===== src/rtl/wlc_pkg.sv =====
package wlc_pkg;
  // Classification of the held warp for the current cycle.
  typedef enum logic [1:0] {
    STEP_IDLE = 2'd0,  // nothing held
    STEP_MORE = 2'd1,  // lines remain after the presented one
    STEP_LAST = 2'd2   // presented line finishes the warp
  } wlc_step_e;
endpackage


===== src/rtl/wlc_leader.sv =====
// Picks the lowest-numbered unserved lane as a one-hot vector.
module wlc_leader #(
  parameter int LANES = 32
) (
  input  logic [LANES-1:0] pending,
  output logic [LANES-1:0] lead_oh
);
  logic seen;
  always_comb begin
    seen    = 1'b0;
    lead_oh = '0;
    for (int i = 0; i < LANES; i++) begin
      lead_oh[i] = pending[i] & ~seen;
      seen       = seen | pending[i];
    end
  end
endmodule


===== src/rtl/wlc_line_cmp.sv =====
// Selects the leader's line tag and flags every pending lane on that line.
module wlc_line_cmp #(
  parameter int LANES = 32,
  parameter int TAG_W = 25
) (
  input  logic [LANES*TAG_W-1:0] tags,
  input  logic [LANES-1:0]       pending,
  input  logic [LANES-1:0]       lead_oh,
  output logic [TAG_W-1:0]       lead_tag,
  output logic [LANES-1:0]       hit
);
  always_comb begin
    lead_tag = '0;
    for (int i = 0; i < LANES; i++) begin
      if (lead_oh[i]) lead_tag = lead_tag | tags[i*TAG_W +: TAG_W];
    end
  end

  for (genvar g = 0; g < LANES; g++) begin : g_cmp
    assign hit[g] = pending[g] && (tags[g*TAG_W +: TAG_W] == lead_tag);
  end
endmodule


===== src/rtl/wlc_warp_store.sv =====
// Holds the line tags, warp id and unserved-lane mask of the warp in flight.
module wlc_warp_store #(
  parameter int LANES  = 32,
  parameter int ADDR_W = 32,
  parameter int OFF_W  = 7,
  parameter int WID_W  = 6,
  localparam int TAG_W = ADDR_W - OFF_W
) (
  input  logic                    clk,
  input  logic                    rst_n,
  input  logic                    load,
  input  logic                    consume,
  input  logic [LANES*ADDR_W-1:0] new_addr,
  input  logic [LANES-1:0]        new_mask,
  input  logic [WID_W-1:0]        new_wid,
  input  logic [LANES-1:0]        served,
  output logic [LANES*TAG_W-1:0]  tags,
  output logic [WID_W-1:0]        wid,
  output logic [LANES-1:0]        pending
);
  logic [LANES*OFF_W-1:0] unused_offset_bits;

  for (genvar g = 0; g < LANES; g++) begin : g_lane
    // Only the line part of each address is kept; the byte offset is dropped.
    assign unused_offset_bits[g*OFF_W +: OFF_W] = new_addr[g*ADDR_W +: OFF_W];
    always_ff @(posedge clk) begin
      if (load) tags[g*TAG_W +: TAG_W] <= new_addr[g*ADDR_W+OFF_W +: TAG_W];
    end
  end

  always_ff @(posedge clk) begin
    if (!rst_n) begin
      pending <= '0;
      wid     <= '0;
    end else if (load) begin
      pending <= new_mask;
      wid     <= new_wid;
    end else if (consume) begin
      pending <= pending & ~served;
    end
  end
endmodule


===== src/rtl/warp_line_coalescer.sv =====
module warp_line_coalescer
  import wlc_pkg::*;
#(
  parameter int LANES      = 32,
  parameter int ADDR_W     = 32,
  parameter int LINE_BYTES = 128,
  parameter int WID_W      = 6,
  localparam int OFF_W     = $clog2(LINE_BYTES),
  localparam int TAG_W     = ADDR_W - OFF_W
) (
  input  logic                    clk,
  input  logic                    rst_n,
  input  logic                    in_valid,
  output logic                    in_ready,
  input  logic [WID_W-1:0]        in_wid,
  input  logic [LANES-1:0]        in_mask,
  input  logic [LANES*ADDR_W-1:0] in_addr,
  output logic                    out_valid,
  input  logic                    out_ready,
  output logic [TAG_W-1:0]        out_line,
  output logic [WID_W-1:0]        out_wid,
  output logic [LANES-1:0]        out_lanes
);
  logic [LANES*TAG_W-1:0] tags;
  logic [LANES-1:0]       pending;
  logic [LANES-1:0]       lead_oh;
  logic [LANES-1:0]       hit;
  logic [TAG_W-1:0]       lead_tag;
  logic [WID_W-1:0]       held_wid;
  logic                   take_out;
  logic                   take_in;
  wlc_step_e              step;

  wlc_warp_store #(
    .LANES(LANES), .ADDR_W(ADDR_W), .OFF_W(OFF_W), .WID_W(WID_W)
  ) u_store (
    .clk(clk), .rst_n(rst_n),
    .load(take_in), .consume(take_out),
    .new_addr(in_addr), .new_mask(in_mask), .new_wid(in_wid),
    .served(hit),
    .tags(tags), .wid(held_wid), .pending(pending)
  );

  wlc_leader #(.LANES(LANES)) u_leader (
    .pending(pending), .lead_oh(lead_oh)
  );

  wlc_line_cmp #(.LANES(LANES), .TAG_W(TAG_W)) u_cmp (
    .tags(tags), .pending(pending), .lead_oh(lead_oh),
    .lead_tag(lead_tag), .hit(hit)
  );

  always_comb begin
    if (pending == '0)                step = STEP_IDLE;
    else if ((pending & ~hit) == '0)  step = STEP_LAST;
    else                              step = STEP_MORE;
  end

  assign out_valid = (step != STEP_IDLE);
  assign out_line  = lead_tag;
  assign out_wid   = held_wid;
  assign out_lanes = hit;
  assign take_out  = out_valid && out_ready;
  assign in_ready  = (step == STEP_IDLE) || (take_out && step == STEP_LAST);
  assign take_in   = in_valid && in_ready;
endmodule


===== config.mk =====
export PLATFORM = sky130hd
export DESIGN_NAME = warp_line_coalescer
export DESIGN_NICKNAME = d
export VERILOG_FILES = /design/src/rtl/wlc_pkg.sv /design/src/rtl/wlc_leader.sv /design/src/rtl/wlc_line_cmp.sv /design/src/rtl/wlc_warp_store.sv /design/src/rtl/warp_line_coalescer.sv
export SDC_FILE = /design/constraint.sdc
export NUM_CORES = 2
export LEC_CHECK = 0
export CORE_AREA = 2 2 440 442
export CTS_BUF_LIST = sky130_fd_sc_hd__clkbuf_8
export CTS_CLUSTER_SIZE = 16
export DETAILED_ROUTE_END_ITERATION = 8
export DIE_AREA = 0 0 442 444
export DONT_BUFFER_PORTS = 1
export HOLD_SLACK_MARGIN = 0.12
export PLACE_DENSITY = 0.4
export SYNTH_ARGS = -nofsm -noshare
export SYNTH_HDL_FRONTEND = slang
export SYNTH_SLANG_ARGS = --single-unit

===== constraint.sdc =====
create_clock -name clk -period 91.2 [get_ports clk]
set_clock_uncertainty 0.05 [all_clocks]
set_input_delay 9.12 -clock clk [delete_from_list [all_inputs] [get_ports clk]]
set_output_delay 9.12 -clock clk [all_outputs]
set_load 0.01 [all_outputs]

==> results.json <==
{
  "cp_max_fo": 15,
  "synth.avg_cell_area_um2": 11.3,
  "n_fill_cell": 20000,
  "internal_power_w": 0.00140,
  "multi_input_area_mm2": 0.0186,
  "synth_top_cell_by_area": "edfxtp_1",
  "routedWlPerCell_um": 45.1,
  "cts_sinks": 838,
  "drc": 0,
  "drt_iter0_markers": 5551,
  "peakVddDrop_mv": 0.0292,
  "yosysSeqAreaShare_pct": 55.4,
  "drive_gt1_share_pct": 11.9,
  "final_cells": 6708,
  "status": "complete, but fails checks",
  "clk_latency_ps": 1000,
  "std_cell_rows": 161,
  "antenna_found_initial": 191,
  "grt_pass1_wl_mm": 380,
  "sw_frac_of_total_pct": 54.3,
  "worstSetupStartpointType": "input port",
  "hp-class": "reg -> reg",
  "cp.arrival_ps": 11910,
  "max_freq_ghz": 0.0474,
  "drv_cap": 1,
  "netSwitchingPower_w": 0.00166,
  "ys_types": 84,
  "syn_nets": 5028,
  "die_h_um": 444,
  "io_buffers": 0,
  "syn-instance-count": 3962,
  "cts_tree": "yes",
  "initial_utilization_pct": 23.4,
  "clockBufferDepth": 3,
  "routed_via_density": 5.80,
  "worst_hold_slack_ps": 495,
  "rsz0062_at_grt": "no",
  "die_area_mm2": 0.196,
  "via_count": 38900,
  "final_antenna_net_count": 0,
  "dr.pass1.iters": 6,
  "synth_top_area_share_pct": 53.7,
  "synthFlopType": "edfxtp_1",
  "io_pins": 1131,
  "yosysWarnings": 0,
  "final_max_slew_viol_count": 1,
  "worstMarginPinSlew_ps": 1500,
  "grt_max_degree": 167,
  "setup.worst_path.class": "in -> out",
  "die_x_um": 442,
  "drt-total-wl_mm": 303,
  "synth.ff_latch_count": 838,
  "p_leak_nw": 16.4,
  "place.gp.congestion": 0.979,
  "power_density_mw_per_mm2": 59.4,
  "seqPwrFrac_pct": 31.9,
  "grt_usage_pct": 29.6,
  "p_clk_share_pct": 12.5,
  "slew_headroom_pct": -0.124,
  "combPwrFrac_pct": 55.6,
  "syn-cell-area_mm2": 0.0448,
  "violations": "capacitance limit, slew limit",
  "htreeDepth": 4,
  "period_minus_slack_ps": 21080,
  "finalCritPeriodShare_pct": 23.1,
  "required_ps": 82030,
  "grt.overflow.total": 0,
  "finalSetupViolCount": 0,
  "design.core.area_mm2": 0.192,
  "async_reset_ff_share_pct": 0,
  "area.growth.synth_to_final_pct": 15.0,
  "synth-edff-count": 800,
  "post-dp-hpwl_mm": 240,
  "post_cts_buffers": 0,
  "seq_area_mm2": 0.0248,
  "cts_resized": 0,
  "dp_cells": 6324,
  "synth_area_leaders": "edfxtp_1 54%, a21oi_1 4.6%, xnor2_1 4.3%",
  "critPathCaptureType": "output pin",
  "numCtsBuffers": 162,
  "hold_viol": 0,
  "setup_tns_ps": 0,
  "first_global_vias": 36400,
  "nNetsFinal": 5028,
  "clkTransAtPathRegs_ps": 60,
  "post-route-util_pct": 26.9,
  "root_buffer": "clkbuf_8",
  "ctsHoldBuffers": 0
}
## power by group through the flow
stage / Combinational (W) / Sequential (W) / Clock (W)
floorplan: 0.00100 / 0.000944 / 0
global placement: 0.00165 / 0.000975 / 0
detailed placement: 0.00165 / 0.000971 / 0
CTS: 0.00166 / 0.000969 / 0.000393
global route: 0.00176 / 0.000973 / 0.000407
finish: 0.00170 / 0.000977 / 0.000381
## path summary, 6_finish.rpt
| path | start | slack (ps) | depth (start not counted) | to |
|---|---|---|---|---|
| max reg2reg | u_store.pending[5]$_SDFFE_PN0P_ | 76860 | 22 | u_store.tags[7]$_DFFE_PP_ |
| min reg2reg | u_store.wid[1]$_SDFFE_PN0P_ | 500 | 2 | u_store.wid[1]$_SDFFE_PN0P_ |
| min | u_store.wid[1]$_SDFFE_PN0P_ | 500 | 2 | u_store.wid[1]$_SDFFE_PN0P_ |
| max | out_ready | 70120 | 6 | in_ready |
## cell type report
class | instances | area share, %
clock buffer | 162 | 4.33
clock inverter | 133 | 1.77
timing repair buffer | 184 | 2.73
antenna | 89 | 0.433
inverter | 44 | 0.321
tap | 2526 | 6.14
multi-input combinational | 2732 | 36.1
sequential | 838 | 48.1
## Yosys cell counts, types with 42 or more instances
library cell,number
a21oi_1,409
a22oi_1,102
and3_1,255
buf_2,113
clkbuf_1,197
edfxtp_1,800
nand2_1,131
nand3_1,223
nand3b_1,42
nand4_1,126
nor2_1,59
nor3_1,77
nor4_1,108
nor4b_1,85
o21ai_0,57
xnor2_1,221
xor2_1,167
## stage by stage
| stage | power [W] | cell area (um2) | worst slack [ps] |
|---|---|---|---|
| floorplan | 0.00194 | 44800 | 45560 |
| global route | 0.00314 | 51400 | 70010 |
| global placement | 0.00263 | 48100 | 70230 |
| CTS | 0.00302 | 51300 | 70200 |
| detailed placement | 0.00263 | 48100 | 70200 |
| finish | 0.00306 | 51500 | 70120 |
## cell families after synthesis
family | Yosys count | share of synthesized area, %
AO/OA/AOI/OAI | 998 | 15.1
flip-flops | 838 | 55.4
XOR/XNOR | 388 | 7.59
AND/OR/NAND/NOR | 1346 | 18.2
buffers and inverters | 392 | 3.75
## worst max-delay path: stages
cell     delay [ps]
and2_1          840
o21ai_0         370
nor4_1          270
nand4_1         680
and2_2          530
inv_2            90
## routing by layer
layer  vias to the layer above  wire [um]  GRT usage, %
li1                      15800          -             -
met3                       733      26600          8.04
met2                      2607     145000          49.4
met1                     19700     111000          33.9
met5                         -        682             0
met4                       110      19900          18.0
## layout by cell type, fill, tap and decap left out, types with 56 or more instances in the layout
cell type	netlist	final
a21oi_1	409	408
a22oi_1	102	102
and3_1	255	255
buf_4	9	182
clkbuf_8	0	162
diode_2	0	89
edfxtp_1	800	800
inv_1	40	84
nand2_1	131	126
nand3_1	223	221
nand4_1	126	126
nor2_1	59	56
nor3_1	77	73
nor4_1	108	102
nor4b_1	85	83
o21ai_0	57	57
xnor2_1	221	221
xor2_1	167	167
## sequential cells by signal, indices dropped and copies added (netlist names)
signal and cells:
u_store.wid 6, u_store.tags 800, u_store.pending 32
Power figures use the tool's default switching activity.
